<file path="src/rtl/dma_irq_status.sv">
module dma_irq_status #(
  parameter int READ_GAP = 12
) (
  input  logic       clk,
  input  logic       rst_n,
  input  logic       ev_parity,
  input  logic       ev_bus_fault,
  input  logic       ev_abort,
  input  logic       ev_step_done,
  input  logic       ev_int_instr,
  input  logic       fifo_empty,
  input  logic [4:0] irq_en,
  input  logic       par_chk_en,
  input  logic       bus_master,
  input  logic       step_mode,
  input  logic       rd_stb,
  output logic [7:0] rd_data,
  output logic       pending,
  output logic       irq,
  output logic       spacing_viol
);
  localparam int CW = $clog2(READ_GAP + 1);

  logic [4:0]    ev_q;
  logic [4:0]    ev_set;
  logic [CW-1:0] gap_cnt;
  logic          seen_rd;

  assign ev_set = {ev_parity & par_chk_en,
                   ev_bus_fault & bus_master,
                   ev_abort,
                   ev_step_done & step_mode,
                   ev_int_instr};

  always_ff @(posedge clk) begin
    if (!rst_n) ev_q <= '0;
    else        ev_q <= (rd_stb ? 5'b0 : ev_q) | ev_set;
  end

  always_ff @(posedge clk) begin
    if (!rst_n) begin
      gap_cnt <= CW'(READ_GAP);
      seen_rd <= 1'b0;
    end else if (rd_stb) begin
      gap_cnt <= CW'(1);
      seen_rd <= 1'b1;
    end else if (gap_cnt != CW'(READ_GAP)) begin
      gap_cnt <= gap_cnt + CW'(1);
    end
  end

  assign rd_data      = {ev_q, 2'b00, fifo_empty};
  assign pending      = |ev_q;
  assign irq          = |(ev_q & irq_en);
  assign spacing_viol = rd_stb & seen_rd & (gap_cnt < CW'(READ_GAP));

  AST_PAR_GATED: assert property (@(posedge clk) disable iff (!rst_n)
    $rose(rd_data[7]) |-> $past(ev_parity && par_chk_en));
  AST_BF_MASTER: assert property (@(posedge clk) disable iff (!rst_n)
    $rose(rd_data[6]) |-> $past(ev_bus_fault && bus_master));
  AST_STEP_MODE: assert property (@(posedge clk) disable iff (!rst_n)
    $rose(rd_data[4]) |-> $past(ev_step_done && step_mode));
  AST_INT_LATCH: assert property (@(posedge clk) disable iff (!rst_n)
    ev_int_instr |=> rd_data[3]);
  AST_FIFO_QUIET: assert property (@(posedge clk) disable iff (!rst_n)
    (rd_data[7:3] == 5'b0) |-> (!pending && !irq && rd_data[2:1] == 2'b0));
  AST_READ_CLEARS: assert property (@(posedge clk) disable iff (!rst_n)
    (rd_stb && !ev_parity && !ev_bus_fault && !ev_abort && !ev_step_done && !ev_int_instr)
      |=> (rd_data[7:3] == 5'b0 && !pending));
  AST_ABORT_KEPT: assert property (@(posedge clk) disable iff (!rst_n)
    (rd_stb && ev_abort) |=> rd_data[5]);
  AST_BACK_TO_BACK: assert property (@(posedge clk) disable iff (!rst_n)
    (rd_stb && $past(rd_stb)) |-> spacing_viol);
endmodule

</file>
<file path="config.mk">
export PLATFORM = sky130hd
export DESIGN_NAME = dma_irq_status
export DESIGN_NICKNAME = d
export VERILOG_FILES = /design/src/rtl/dma_irq_status.sv
export SDC_FILE = /design/constraint.sdc
export NUM_CORES = 1
export LEC_CHECK = 0
export BUFFER_PORTS_ARGS = -buffer_cell sky130_fd_sc_hd__buf_2
export CAP_MARGIN = 20
export CORE_AREA = 2 2 39 41
export CTS_CLUSTER_SIZE = 10
export DETAILED_ROUTE_END_ITERATION = 16
export DIE_AREA = 0 0 41 43
export GPL_TIMING_DRIVEN = 0
export PLACE_DENSITY = 0.77
export SYNTH_ARGS = -nofsm -noshare
export SYNTH_HDL_FRONTEND = slang
export SYNTH_SLANG_ARGS = --single-unit
</file>
<file path="constraint.sdc">
create_clock -name clk -period 1.45 [get_ports clk]
set_clock_uncertainty 0.05 [all_clocks]
set_input_delay 0.2175 -clock clk [delete_from_list [all_inputs] [get_ports clk]]
set_output_delay 0.2175 -clock clk [all_outputs]
set_load 0.02 [all_outputs]
</file>
==> out/results.ini, run 1 <==
[final_layout]
drive_gt1_share_pct = 42.3
syn2layout_area_growth_pct = 36.4
num-nets-final = 99
layout_common_cells = 24 x buf_2, 9 x dfxtp_1, 5 x nor2b_1, 4 x nand2_1, 4 x a22oi_1
diodes = 0
fin_cells = 94
final_common_cell = buf_2
final_cell_area_um2 = 638

[pwr]
cellLeakagePower_nw = 0.329
ir_worst_vdd_mv = 0.493
power_density_nw_per_um2 = 1000

[logic_synthesis]
synthDistinctLibCells = 23
avgSynthCellArea_um2 = 9.36
syn-instance-count = 50
yosys_warnings = 0
synth-edff-count = 0
yosys_register_bits = 10
yosysSeqAreaShare_pct = 42.8
syn_area_um2 = 468
synthArstFlopShare_pct = 0
synth_flop_cell = dfxtp_1

[floorplan]
io_pins = 28
coreArea_um2 = 1380
rows = 14
dieArea_um2 = 1760
die_w_um = 41
initial_core_util_pct = 33.8
die_h_um = 43

[sta]
setup_violations = 1
rsz0062_at_grt = yes
period_share_pct = 102
hold_slack_ns = 0.131
max_freq_mhz = 675
slew_violations = 0
finalCriticalPeriod_ns = 1.48
fin_setup_tns_ns = -0.0312
setup_ws_ns = -0.0312
hold_viol_final = 0

[setup_path]
rr_worst_depth = 5
cp-end-kind = output port
endpoint = irq
reg2reg_from = gap_cnt[0]
rrSetupSlack_ns = 0.08
startpoint = ev_q[0]
crit_arrival_ns = 1.21
path_max_fanout = 4
cp-start-kind = flip-flop
cp_data_required_time_ns = 1.18
setup.worst_path.class = reg -> out
rr_endpoint = gap_cnt[1]

[placement]
routabilityCongestion = 0.714
dpl.cell_count = 91
postPlaceCellArea_um2 = 612
portBuffers = 24

[clocking]
numCtsBuffers = 3
cts.htree.levels = 1
hold_buffers = 0
clock_path_buffers = 2
clock_sinks = 10
clock_latency_ns = 0.26
root_buffer = clkbuf_4
clk_pin_slew_ns = 0.06
cts_tree = built

[route]
first_pass_iters = 5
drtIter0Drc = 4
dr_total_vias = 442
drc = 0
route.antenna.remaining_nets = 0
wl_per_cell_um = 10.1
viasPerCell = 4.70
drt-total-wl_um = 954

[flow_run]
max-cap-violations = 0

[run_status]
violations = negative setup slack
status = complete, but fails checks

[global_route]
antenna_found_initial = 0
grt_max_degree = 11
grt_usage_pct = 12.9
gr-total-overflow = 0
first_global_vias = 399
grt_pass1_wl_um = 1530

[min_path]
hold_class = in -> reg
min_from = ev_abort

==> worst max-delay path: stages, from the launching register on <==
cell and delay, ns:
dfxtp_1 0.33, a222oi_1 0.38, nand2_1 0.08, buf_2 0.17
==> worst min-delay path by stage <==
stage	cells after the start	end	slack [ns]
final	3	ev_q[2]	0.13
after global routing	3	ev_q[0]	0.16
after CTS	3	ev_q[2]	0.13
after detailed placement	3	ev_q[2]	0.40
after global placement	3	ev_q[2]	0.39
after floorplan	1	gap_cnt[2]	0.23
==> cell usage after synthesis (2+ instances only) <==
| cell | number | area [µm²] |
|---|---|---|
| dfxtp_1 | 10 | 200 |
| inv_1 | 3 | 11.3 |
| a21oi_1 | 3 | 15.0 |
| ha_1 | 2 | 25.0 |
| xnor2_1 | 2 | 17.5 |
| a22oi_1 | 4 | 30.0 |
| nand2_1 | 4 | 15.0 |
| nor2b_1 | 5 | 31.3 |
| buf_4 | 3 | 22.5 |
==> registers in the layout, summed over array words and instances (netlist names) <==
| signal | flops |
|---|---|
| ev_q | 5 |
| gap_cnt | 4 |
| seen_rd | 1 |
==> report_power, final <==
group          switching, mW  internal, mW  total [mW]
Combinational         0.0708        0.0691       0.140
Clock                 0.0872        0.0955       0.183
Sequential            0.0201         0.295       0.315
Total                  0.178         0.460       0.638
==> stage by stage <==
| stage | total power, mW | util [%] | setup WS, ns |
|---|---|---|---|
| final | 0.638 | 46.1 | -0.0312 |
| after floorplan | 0.409 | - | 0.112 |
| after global routing | 0.674 | 46.1 | -0.117 |
| after detailed placement | 0.462 | 44.2 | 0.0347 |
| after global placement | 0.457 | 44.2 | 0.0582 |
| after CTS | 0.647 | 45.8 | -0.0596 |
==> per-layer routing <==
layer,global-route usage (%),part of all wire (%)
met1,16.4,41
met2,18.8,51
met3,0,5.5
met4,12.0,2.6
met5,0,0
==> cells by family (layout without fill, tap and decap cells) <==
| group | count (synthesis) | after routing | share of synthesized area [%] |
|---|---|---|---|
| AND/OR/NAND/NOR | 15 | 15 | 17.6 |
| AO/OA/AOI/OAI | 12 | 12 | 17.9 |
| flip-flops | 10 | 10 | 42.8 |
| buffers and inverters | 6 | 33 | 7.22 |
| adder cells (fa/ha/maj) | 2 | 2 | 5.35 |
| XOR/XNOR | 2 | 2 | 3.74 |
| multiplexers | 2 | 2 | 4.55 |
| other | 1 | 2 | 0.801 |
==> cell type report <==
type	count	area (µm²)
fillers	142	746
multi-input cells	35	238
flip-flops and latches	10	204
repair buffers	24	120
clock buffers	3	22.5
plain buffers	3	22.5
well taps	16	20.0
inverters	3	11.3
==> timing repair <==
item                       in CTS  in global routing
setup endpoints to repair       1                  2
resized for setup               0                  2
buffers inserted                0                  0
Note: power is estimated with default switching activity, not from simulation.
==> inputs of run 2 (changes only) <==
- ABC_AREA: default -> 1
- PLACE_DENSITY: 0.77 -> 0.79
==> out/results.ini, run 2 <==
[final_layout]
num-nets-final = 119  ; was 99
drive_gt1_share_pct = 32.3  ; was 42.3%
fillers = 136  ; was 142
diodes = 0  ; unchanged
final_common_cell = buf_2  ; unchanged
top_register = ev_q  ; unchanged
fin_cells = 115  ; was 94
largest_reg_flops = 5  ; unchanged
layout_common_cells = 24 x buf_2, 22 x nand2_1, 10 x dfxtp_1, 8 x inv_1, 7 x nand3_1  ; was 24 x buf_2, 9 x dfxtp_1, 5 x nor2b_1, 4 x nand2_1, 4 x a22oi_1
reg_top3 = ev_q (5), gap_cnt (4), seen_rd (1)  ; unchanged
syn2layout_area_growth_pct = 36.8  ; was 36.4%

[clocking]
cts.htree.levels = 1  ; unchanged
clock_path_buffers = 2  ; unchanged
cts_resized = 0  ; unchanged
clk_pin_slew_ns = 0.07  ; was 0.06 ns
root_buffer = clkbuf_4  ; unchanged
clock_sinks = 10  ; unchanged
cts_setup_buffers = 0  ; unchanged
hold_buffers = 0  ; unchanged
cts_tree = built  ; unchanged
clock_latency_ns = 0.25  ; was 0.26 ns
numCtsBuffers = 3  ; unchanged

[sta]
setup_violations = 0  ; was 1
hold_slack_ns = 0.116  ; was 0.131 ns
finalCriticalPeriod_ns = 1.37  ; was 1.48 ns
max_freq_mhz = 730  ; was 675 MHz
period_share_pct = 94.5  ; was 102%
hold_viol_final = 0  ; unchanged
setup_ws_ns = 0.0802  ; was -0.0312 ns
fin_setup_tns_ns = 0  ; was -0.0312 ns
rsz0062_at_grt = no  ; was yes
slew_violations = 0  ; unchanged

[setup_path]
path_max_fanout = 5  ; was 4
startpoint = gap_cnt[2]  ; was ev_q[0]
reg2reg_from = gap_cnt[0]  ; unchanged
worstPathCellList = nand2_1 -> clkinv_1 -> nor3_1 -> buf_2  ; was a222oi_1 -> nand2_1 -> buf_2
critical_path.top_delay_family = flip-flops  ; was compound AO/OA/AOI/OAI gates
cp_data_required_time_ns = 1.18  ; about the same
setup.worst_path.class = reg -> out  ; unchanged
crit_arrival_ns = 1.10  ; was 1.21 ns
cpMaxStageDelayCell = dfxtp_1  ; was a222oi_1
cp_num_buf_inv = 2  ; was 1
cp-start-kind = flip-flop  ; unchanged
cp-end-kind = output port  ; unchanged
critical_path.max_stage_delay_ns = 0.35  ; was 0.38 ns

[floorplan]
rows = 14  ; unchanged
io_pins = 28  ; unchanged
coreArea_um2 = 1380  ; unchanged
initial_core_util_pct = 35.4  ; was 33.8%
dieArea_um2 = 1760  ; unchanged
die_h_um = 43  ; unchanged
die_w_um = 41  ; unchanged

[placement]
pre_cts_ws_ns = 0.256  ; was 0.0347 ns
routabilityCongestion = 0.700  ; was 0.714
portBuffers = 24  ; unchanged
dp_hpwl_um = 805
dpl.cell_count = 111  ; was 91

[pwr]
ir_worst_vdd_mv = 0.526  ; was 0.493 mV
power_density_nw_per_um2 = 1040  ; was 1000 nW/µm²
cellLeakagePower_nw = 0.364  ; was 0.329 nW

[logic_synthesis]
netlist.area_leader.share_pct = 40.9  ; was 42.8%
yosys_warnings = 0  ; unchanged
synthArstFlopShare_pct = 0  ; unchanged
avgSynthCellArea_um2 = 6.99  ; was 9.36 µm²
syn_area_um2 = 489  ; was 468 µm²
synthTopCellsByArea = dfxtp_1 41%, nand2_1 17%, nand3_1 7.2%  ; was dfxtp_1 43%, nor2b_1 6.7%, a22oi_1 6.4%
yosysSeqAreaShare_pct = 40.9  ; was 42.8%
yosysMostFrequentCell = nand2_1  ; was dfxtp_1
synth_flop_cell = dfxtp_1  ; unchanged
yosys_register_bits = 10  ; unchanged
yosys.area.top_type = dfxtp_1  ; unchanged
syn-instance-count = 70  ; was 50
synth_common_cells = 22 x nand2_1, 10 x dfxtp_1, 8 x inv_1  ; was 10 x dfxtp_1, 5 x nor2b_1, 4 x a22oi_1, 4 x nand2_1
synth-edff-count = 0  ; unchanged
synthDistinctLibCells = 17  ; was 23

[global_route]
first_global_vias = 454  ; was 399
grt_pass1_wl_um = 1660  ; was 1530 µm
grt_max_degree = 10  ; was 11
antenna_found_initial = 0  ; unchanged
grt_usage_pct = 13.3  ; was 12.9%
gr-total-overflow = 0  ; unchanged

[route]
first_pass_iters = 2  ; was 5
route.antenna.remaining_nets = 0  ; unchanged
drt-total-wl_um = 990  ; was 954 µm
drtIter0Drc = 3  ; was 4
drc = 0  ; unchanged
dr_total_vias = 514  ; was 442
viasPerCell = 4.47  ; was 4.70
wl_per_cell_um = 8.61  ; was 10.1 µm

[run_status]
status = completed  ; was complete, but fails checks

[flow_run]
max-cap-violations = 0  ; unchanged

[min_path]
hold_class = in -> reg  ; unchanged
min_from = ev_abort  ; unchanged

==> run 2: cells by family after synthesis <==
kind of cell / count (synthesis) / share of synthesized area, %
simple gates: 35 / 30.4
buf+inv: 13 / 12.3
flops: 10 / 40.9
compound gates: 8 / 8.70
fa+ha+maj: 2 / 5.11
xor+xnor: 1 / 1.79
other cells: 1 / 0.767
==> run 2: metrics by stage <==
step	area, µm²	total power, mW	util (%)
floorplan	493	0.409	-
global placement	633	0.458	45.8
detailed placement	633	0.462	45.8
CTS	669	0.708	48.4
global route	669	0.742	48.4
finish	669	0.699	48.4
==> run 2: layout make-up <==
type / instances / area, µm² / share of cell area [%]
clock buffer: 4 / 36.3 / 5.42
tap: 16 / 20.0 / 2.99
sequential: 10 / 200 / 29.9
buffer: 3 / 22.5 / 3.36
multi-input combinational: 48 / 233 / 34.8
timing repair buffer: 24 / 120 / 17.9
inverter: 10 / 37.5 / 5.61
==> run 2: layer usage <==
| metal | share of wire (%) | up-vias | wire (µm) | global-route usage [%] |
|---|---|---|---|---|
| li1 | - | 274 | - | - |
| met1 | 42 | 221 | 411 | 16.2 |
| met2 | 52 | 19 | 519 | 21.9 |
| met3 | 6.0 | 0 | 59 | 1.57 |
| met4 | 0 | 0 | 0 | 6.00 |
| met5 | 0 | - | 0 | 0 |
==> run 2: report_power, final <==
group / total [mW] / internal [mW] / leakage [nW] / switching (mW)
registers: 0.312 / 0.294 / 0.0832 / 0.0180
clock network: 0.244 / 0.152 / 0.0210 / 0.0920
logic: 0.142 / 0.0609 / 0.260 / 0.0815
==> run 2: final timing paths <==
path	to	slack, ns	cells past startpoint
max reg2reg	gap_cnt[0]	0.26	7
min	ev_q[2]	0.12	3
min reg2reg	seen_rd	0.42	2
max	spacing_viol	0.08	4
==> run 2: worst min-delay path, stage by stage <==
cell,delay [ns]
buf_2,0.07
nand2_1,0.04
o21ai_1,0.06
